$ cat config.mk
export PLATFORM = sky130hd
export DESIGN_NAME = adc_volt_display
export DESIGN_NICKNAME = d
export VERILOG_FILES = /design/src/rtl/avd_pkg.sv /design/src/rtl/avd_scale.sv /design/src/rtl/avd_dabble.sv /design/src/rtl/avd_seg7.sv /design/src/rtl/adc_volt_display.sv
export SDC_FILE = /design/constraint.sdc
export NUM_CORES = 1
export LEC_CHECK = 0
export BUFFER_PORTS_ARGS = -buffer_cell sky130_fd_sc_hd__buf_4
export CAP_MARGIN = 40
export CORE_ASPECT_RATIO = 2
export CORE_MARGIN = 1.5
export CORE_UTILIZATION = 35
export DETAILED_ROUTE_END_ITERATION = 10
export PLACE_DENSITY = 0.64
export SYNTH_ARGS = -nofsm -noshare
export SYNTH_HDL_FRONTEND = slang
export SYNTH_SLANG_ARGS = --single-unit
$ cat constraint.sdc
create_clock -name clk -period 1.9 [get_ports clk]
set_input_delay 0.475 -clock clk [delete_from_list [all_inputs] [get_ports clk]]
set_output_delay 0.475 -clock clk [all_outputs]
set_load 0.02 [all_outputs]
$ cat src/rtl/avd_pkg.sv
package avd_pkg;

    typedef enum logic [1:0] {
        S_IDLE = 2'd0,
        S_LOAD = 2'd1,
        S_WAIT = 2'd2
    } ctl_state_t;

    typedef enum logic {
        DAB_IDLE  = 1'b0,
        DAB_SHIFT = 1'b1
    } dab_state_t;

endpackage

$ cat src/rtl/avd_scale.sv
module avd_scale #(
    parameter int CODE_W  = 12,
    parameter int FULL_MV = 5000,
    parameter int MV_W    = 13
) (
    input  logic [CODE_W-1:0] code,
    output logic [MV_W-1:0]   mv
);
    localparam int PROD_W = CODE_W + MV_W;

    logic [PROD_W-1:0] prod;

    always_comb begin
        prod = PROD_W'(code) * PROD_W'(FULL_MV);
        mv   = prod[PROD_W-1:CODE_W];
    end
endmodule

$ cat src/rtl/avd_dabble.sv
module avd_dabble #(
    parameter int BIN_W  = 13,
    parameter int DIGITS = 4
) (
    input  logic                  clk,
    input  logic                  rst_n,
    input  logic                  start,
    input  logic [BIN_W-1:0]      bin,
    output logic                  done,
    output logic [DIGITS*4-1:0]   bcd
);
    import avd_pkg::*;

    localparam int BCD_W = DIGITS * 4;
    localparam int CNT_W = $clog2(BIN_W + 1);

    dab_state_t        st_q, st_d;
    logic [BIN_W-1:0]  sh_q;
    logic [BCD_W-1:0]  acc_q;
    logic [BCD_W-1:0]  adj;
    logic [CNT_W-1:0]  cnt_q;
    logic              done_q;
    logic              last;

    for (genvar g = 0; g < DIGITS; g++) begin : g_adj
        assign adj[4*g +: 4] = (acc_q[4*g +: 4] >= 4'd5) ? acc_q[4*g +: 4] + 4'd3
                                                          : acc_q[4*g +: 4];
    end

    assign last = (cnt_q == CNT_W'(BIN_W - 1));

    always_ff @(posedge clk or negedge rst_n) begin
        if (!rst_n) st_q <= DAB_IDLE;
        else        st_q <= st_d;
    end

    always_comb begin
        st_d = st_q;
        unique case (st_q)
            DAB_IDLE:  if (start) st_d = DAB_SHIFT;
            DAB_SHIFT: if (last)  st_d = DAB_IDLE;
            default:   st_d = DAB_IDLE;
        endcase
    end

    always_ff @(posedge clk or negedge rst_n) begin
        if (!rst_n) begin
            sh_q   <= '0;
            acc_q  <= '0;
            cnt_q  <= '0;
            done_q <= 1'b0;
        end else begin
            done_q <= (st_q == DAB_SHIFT) && last;
            if (st_q == DAB_IDLE && start) begin
                sh_q  <= bin;
                acc_q <= '0;
                cnt_q <= '0;
            end else if (st_q == DAB_SHIFT) begin
                {acc_q, sh_q} <= {adj, sh_q} << 1;
                cnt_q         <= cnt_q + 1'b1;
            end
        end
    end

    assign done = done_q;
    assign bcd  = acc_q;
endmodule

$ cat src/rtl/avd_seg7.sv
module avd_seg7 (
    input  logic [3:0] digit,
    input  logic       dp_on,
    output logic [7:0] seg_n
);
    logic [6:0] lit;

    always_comb begin
        unique case (digit)
            4'd0:    lit = 7'h3F;
            4'd1:    lit = 7'h06;
            4'd2:    lit = 7'h5B;
            4'd3:    lit = 7'h4F;
            4'd4:    lit = 7'h66;
            4'd5:    lit = 7'h6D;
            4'd6:    lit = 7'h7D;
            4'd7:    lit = 7'h07;
            4'd8:    lit = 7'h7F;
            4'd9:    lit = 7'h6F;
            default: lit = 7'h00;
        endcase
        seg_n = {~dp_on, ~lit};
    end
endmodule

$ cat src/rtl/adc_volt_display.sv
module adc_volt_display #(
    parameter int CODE_W  = 12,
    parameter int SEL_W   = 3,
    parameter int FULL_MV = 5000,
    parameter int DIGITS  = 4
) (
    input  logic                  clk,
    input  logic                  rst_n,
    input  logic [SEL_W-1:0]      sw_sel,
    input  logic                  adc_valid,
    input  logic [CODE_W-1:0]     adc_code,
    output logic [SEL_W-1:0]      adc_chan,
    output logic [DIGITS*8-1:0]   hex_n
);
    import avd_pkg::*;

    localparam int MV_W  = $clog2(FULL_MV);
    localparam int BCD_W = DIGITS * 4;

    ctl_state_t        st_q, st_d;
    logic [SEL_W-1:0]  chan_q;
    logic              drop_q;
    logic              chg;
    logic              accept;
    logic [MV_W-1:0]   mv_w, mv_q;
    logic              bcd_start;
    logic              bcd_done;
    logic [BCD_W-1:0]  bcd_w;
    logic [BCD_W-1:0]  disp_q;

    assign chg    = (sw_sel != chan_q);
    assign accept = adc_valid && !drop_q && !chg;

    avd_scale #(.CODE_W(CODE_W), .FULL_MV(FULL_MV), .MV_W(MV_W)) u_scale (
        .code (adc_code),
        .mv   (mv_w)
    );

    avd_dabble #(.BIN_W(MV_W), .DIGITS(DIGITS)) u_dabble (
        .clk   (clk),
        .rst_n (rst_n),
        .start (bcd_start),
        .bin   (mv_q),
        .done  (bcd_done),
        .bcd   (bcd_w)
    );

    // state register
    always_ff @(posedge clk or negedge rst_n) begin
        if (!rst_n) st_q <= S_IDLE;
        else        st_q <= st_d;
    end

    // next state
    always_comb begin
        st_d = st_q;
        unique case (st_q)
            S_IDLE:  if (accept)   st_d = S_LOAD;
            S_LOAD:                st_d = S_WAIT;
            S_WAIT:  if (bcd_done) st_d = S_IDLE;
            default:               st_d = S_IDLE;
        endcase
    end

    // state outputs
    always_comb begin
        bcd_start = (st_q == S_LOAD);
    end

    always_ff @(posedge clk or negedge rst_n) begin
        if (!rst_n) begin
            chan_q <= '0;
            drop_q <= 1'b0;
            mv_q   <= '0;
            disp_q <= '0;
        end else begin
            chan_q <= sw_sel;
            if (chg)            drop_q <= 1'b1;
            else if (adc_valid) drop_q <= 1'b0;
            if (st_q == S_IDLE && accept)   mv_q   <= mv_w;
            if (st_q == S_WAIT && bcd_done) disp_q <= bcd_w;
        end
    end

    for (genvar g = 0; g < DIGITS; g++) begin : g_seg
        avd_seg7 u_seg (
            .digit (disp_q[4*g +: 4]),
            .dp_on (g == DIGITS - 1),
            .seg_n (hex_n[8*g +: 8])
        );
    end

    assign adc_chan = chan_q;
endmodule

; ---- Word level (Yosys, flattened, before mapping)
; Memory sizes are Yosys's and may differ from the RTL's.
; Index checks and enable logic that the tools add are counted.
[classes]
n_addsub = 5
multipliers = 1
n_lt_le_gt_ge = 4
n_eq_ne = 6
muxes = 18
n_bitwise = 5
reduce_logical = 12
[ops]
columns = op, n
row1 = two-way mux 16 bit, 2
row2 = NOT 7 bit, 4
row3 = two-way mux 13 bit, 2
row4 = "multiplier 12 x 10 -> 22 bit, second input constant", 1
row5 = two-way mux 4 bit, 5
row6 = ">= comparator 4 x 3 -> 1 bit, second input constant", 4
row7 = "adder 4 x 2 -> 4 bit, second input constant", 3
row8 = logical AND 1 bit, 6
row9 = case mux 2 bit (3 select lines), 1
row10 = "adder 4 x 1 -> 4 bit, second input constant", 1
row11 = "== test 4 bit, second input constant", 1
row12 = two-way mux 1 bit, 4
row13 = two-way mux 2 bit, 2
row14 = nonzero test 2 bit, 2
row15 = "adder 3 x 2 -> 3 bit, second input constant", 1
row16 = two-way mux 3 bit, 1
row17 = inequality test 3 bit, 1
row18 = "== test 2 x 1 -> 1 bit, second input constant", 1
row19 = "== test 2 bit, second input constant", 1
row20 = zero test 1 bit, 2
row21 = zero test 2 bit, 1
row22 = "inequality test 2 x 1 -> 1 bit, second input constant", 1
row23 = "inequality test 2 bit, second input constant", 1
row24 = case mux 1 bit (2 select lines), 1
row25 = other kinds (2), 2
[word_totals]
ff_bits = 70
mem_bits_ro = 448
in_bits = 18
out_inout_bits = 35
wordCells = 65
mem_count = 4
[mem_list]
columns = name, words, width, rd, rd_clocked_by_memory_dff, write_ports, line_no
row1 = (no name shown), 16, 7, 1, 0, 0, avd_seg7.sv:9  ; unique case (digit)
row2 = (no name shown), 16, 7, 1, 0, 0, avd_seg7.sv:9
row3 = (no name shown), 16, 7, 1, 0, 0, avd_seg7.sv:9
row4 = (no name shown), 16, 7, 1, 0, 0, avd_seg7.sv:9

; ---- Longest topological paths before layout
[logic_depth]
depth_word = 5
mapped_depth = 17
mapped_depth_nobuf = 17

; ---- By module
; A second synthesis with hierarchy kept.
[hier_totals]
cells_unflattened = 616
hier_area_um2 = 5993.2
[modules_own_cells]
columns = module, n_inst, cells_per_inst, area_each_um2, seq_area_each_um2
row1 = avd_scale, 1, 226, 1935.6, 0.0
row2 = avd_dabble, 1, 194, 1915.6, 875.8
row3 = adc_volt_display, 1, 80, 1366.3, 875.8
row4 = avd_seg7, 4, 29, 193.9, 0.0

; ---- Worst setup path after synthesis
; No wires, ideal clock.
[synth_timing]
path_kind = input to register
start = in adc_code[5]
end = reg mv_q[8]
setup_ns = 0.069
arrival_time_ns = 4.085
required_ns = 1.831
path_slack_ns = -2.254
path_stages = 15
n_path_buf = 0
path_cell_list = inv_1 > fa_1 > inv_1 > ha_1 > fa_1 > ha_1 > inv_1 > fa_1 > inv_1 > ha_1 > nand2_1 > nor3_1 > a21oi_1 > or4_1 > nand3_1
[synth_between]
elab_chain_len = 1
[synth_lines]
columns = item, line_no
row1 = start: declaration, adc_volt_display.sv:11  ; input logic [CODE_W-1:0] adc_code,
row2 = multiplier 12 x 10 -> 22 bit, avd_scale.sv:14  ; prod = PROD_W'(code) * PROD_W'(FULL_MV);
row3 = end signal: assignment, adc_volt_display.sv:80  ; if (st_q == S_IDLE && accept) mv_q <= mv_w;
row4 = end: declaration, adc_volt_display.sv:25  ; logic [MV_W-1:0] mv_w, mv_q;
; No other way between the ends.
; A chain may end at the register's enable or synchronous reset.

; ---- Worst setup path in the final report
[layout_timing]
start = in adc_code[4]
end = reg mv_q[5]
; Same word-level chain as after synthesis.

==> flow_summary.yaml <==
timing:
  fmax_ghz: 0.2593
  tns_ps: -24290
  hold_viol_final: 0
  layout_min_cycle_time_ps: 3857
  finalMaxSlewViolations: 0
  slew_headroom_pct: 60.88
  fin_skew_ps: 5.004
  setup_viol: 28
  holdWs_ps: 100.7
  tightestPinTransition_ps: 586.8
  rsz0062_at_grt: "true"
  worst_slack_ps: -1957
  fin_crit_sh_pct: 203.0
final_layout:
  fin_nets: 921
  layout_common_cells: "buf_4, inv_1, dfrtp_1"
  insertedDiodeCount: 0
  instances_no_fill: 1002
  layout-drive-gt1-share_pct: 38.62
  stdcell_area_um2: 8353
  layout_commonest_cell: "buf_4"
  area_growth_pct: 41.35
placed_design:
  placed_area_um2: 7167
  dpl.hpwl_um: 10250
  gp_congestion: 0.8247
  dpl.cell_count: 968
  pre_cts_slack_ps: -2354
  io_buffer_count: 48
drt:
  drtIter0Drc: 123
  route.met2.wl_um: 8065
  drt_pass1_iterations: 5
  vias: 4928
  detail-route-antenna-nets: 0
  avgViaCountPerCell: 4.918
  wl_per_cell_um: 13.46
  drc: 0
  drt-total-wl_um: 13490
  dr_wl_met3_um: 222
  wl_met1_um: 4858
  highest_layer: "met4"
yosys:
  yosysWarnings: 0
  async_flop_share_pct: 100.0
  yosysSeqAreaShare_pct: 29.64
  synth_ff_type: "dfrtp_1"
  syn_inst: 660
  yosysTopAreaCellShare_pct: 29.64
  synth_area_per_cell_um2: 8.954
  synth_top_cell_by_area: "dfrtp_1"
  synth.area.top_cells: "dfrtp_1, ha_1, fa_1, inv_1, nand2_1"
  ys_types: 52
  synth_edf_count: 0
  syn_area_um2: 5909
  synth-seq-cells: 70
global_route:
  grt_usage_pct: 15.37
  overflow: 0
  grt_pass1_wl_um: 21820
  grt_max_degree: 36
  antenna_found_initial: 0
  grt_pass1_vias: 4939
setup_path:
  required_ps: 2110
  r2r-start: "st_q[0]"
  path_class: "primary input to flop"
  cp-end-kind: "flop"
  arrival_ps: 4070
  start_kind: "primary input"
  r2r_cells: 5
  rrSetupSlack_ps: 180
  r2r-end: "mv_q[6]"
  path_max_fanout: 4
clock_tree:
  worstSkewPairLatency_ps: 330
  cts.sinks: 70
  clockBufferDepth: 2
  path_clk_slew_ps: 50
  cts_made_buffers: 9
  clockRootBuffer: "clkbuf_16"
  holdBufCountCts: 0
  cts_tree: "built"
  cts_max_level: 3
status:
  status: "finished, violations left"
  violations: "setup timing"
floorplanning:
  initial_core_util_pct: 35.42
  dieHeight_um: 186.8
  core_area_um2: 16680
  num_rows: 67
  die_w_um: 94.88
  io_pins: 53
  dieArea_um2: 17720
power:
  pwr-share-seq_pct: 21.9
  power.leakage_uw: 0.003886
  power_frac_comb_pct: 55.9
  p_sw_uw: 3202
  p_clk_share_pct: 22.2
  p_int_uw: 5338
  p_per_area_nw_per_um2: 1022
  switching_share_pct: 37.50
  peakVddDrop_mv: 0.8453
hold_path:
  holdCritPathClass: "primary input to async pin"
flow_run:
  drv_cap: 0
[cell type report]
| type | instances | area [um2] |
|---|---|---|
| flip-flops and latches | 70 | 1759 |
| fillers | 1513 | 8329 |
| repair buffers | 144 | 1195 |
| multi-input cells | 466 | 4408 |
| well taps | 207 | 259.0 |
| clock inverters | 4 | 95.09 |
| inverters | 100 | 394.1 |
| clock buffers | 11 | 242.7 |
[worst max-delay path, stage by stage]
cell and delay (ps):
buf_8 80, clkinvlp_4 110, fa_1 540, inv_1 40, ha_1 280, inv_2 40, fa_1 490, inv_1 40
ha_1 270, inv_2 40, fa_1 480, inv_2 50, ha_4 170, a211o_1 330, a21oi_2 230, o31ai_4 110
a221o_1 300
[sequential cells by signal (all words and copies together), names as in the netlist]
register        count
u_dabble.sh_q      13
u_dabble.bcd       16
mv_q               13
u_dabble.cnt_q      4
st_q                2
drop_q              1
adc_chan            3
u_dabble.st_q       1
u_dabble.done       1
disp_q             16
[routing by layer]
layer,global-route usage (%),vias up
met3,1.874,20
met1,14.92,2361
met4,6.544,0
li1,-,2484
met2,30.58,63
met5,0,-
[stage by stage]
| step | total power [uW] | util [%] |
|---|---|---|
| finish | 8540 | 50.07 |
| global route | 9167 | 50.07 |
| CTS | 8283 | 47.87 |
| detailed placement | 5615 | 42.96 |
| global placement | 5546 | 42.96 |
| floorplan | 4304 | - |
[repair_timing]
item	in CTS	in global routing
buffers inserted	12	7
gates resized for setup	99	73
pin swaps	56	29
setup endpoints to repair	36	41
[cells by family (layout without fill, tap and decap cells)]
| family | count (synthesis) | after routing | share of synthesized area (%) |
|---|---|---|---|
| and+or+nand+nor | 154 | 154 | 11.88 |
| AOI/OAI and AO/OA | 147 | 147 | 15.44 |
| buffers and inverters | 126 | 259 | 8.321 |
| adders and majority gates | 112 | 112 | 26.51 |
| DFF | 70 | 70 | 29.64 |
| muxes | 30 | 30 | 5.272 |
| xor gates and xnor gates | 19 | 19 | 2.816 |
| other | 2 | 4 | 0.1271 |
[synth_stat cells, types with 5 or more instances]
| master | instances |
|---|---|
| a21o_1 | 5 |
| a21oi_1 | 45 |
| a31oi_1 | 9 |
| buf_1 | 5 |
| clkbuf_1 | 14 |
| dfrtp_1 | 70 |
| fa_1 | 22 |
| ha_1 | 90 |
| inv_1 | 99 |
| mux2_2 | 9 |
| mux2i_1 | 21 |
| nand2_1 | 70 |
| nand2b_1 | 7 |
| nand3_1 | 10 |
| nor2_1 | 37 |
| nor3_1 | 5 |
| nor3b_1 | 5 |
| o2111ai_1 | 5 |
| o21ai_0 | 42 |
| o31ai_1 | 13 |
| xnor2_1 | 10 |
| xor2_1 | 9 |
[power groups by stage]
stage / Sequential, uW / Clock (uW) / Combinational, uW
after floorplan: 1810 / 0 / 2490
after global placement: 1890 / 0 / 3660
after detailed placement: 1890 / 0 / 3720
after CTS: 1870 / 1940 / 4470
after global routing: 1900 / 2010 / 5260
final: 1870 / 1900 / 4780
[worst max path at each step]
| stage | from | endpoint | slack (ps) | cells past startpoint |
|---|---|---|---|---|
| 2_1_floorplan | adc_code[5] | mv_q[10] | -2110 | 17 |
| 3_3_place_gp | adc_code[5] | mv_q[10] | -2300 | 18 |
| 3_5_place_dp | adc_code[3] | mv_q[9] | -2350 | 17 |
| 4_1_cts | adc_code[4] | mv_q[10] | -1900 | 18 |
| 5_1_grt | adc_code[4] | mv_q[5] | -2040 | 17 |
| 6_report | adc_code[4] | mv_q[5] | -1960 | 17 |
No activity file was read; power rests on OpenSTA's default activity.
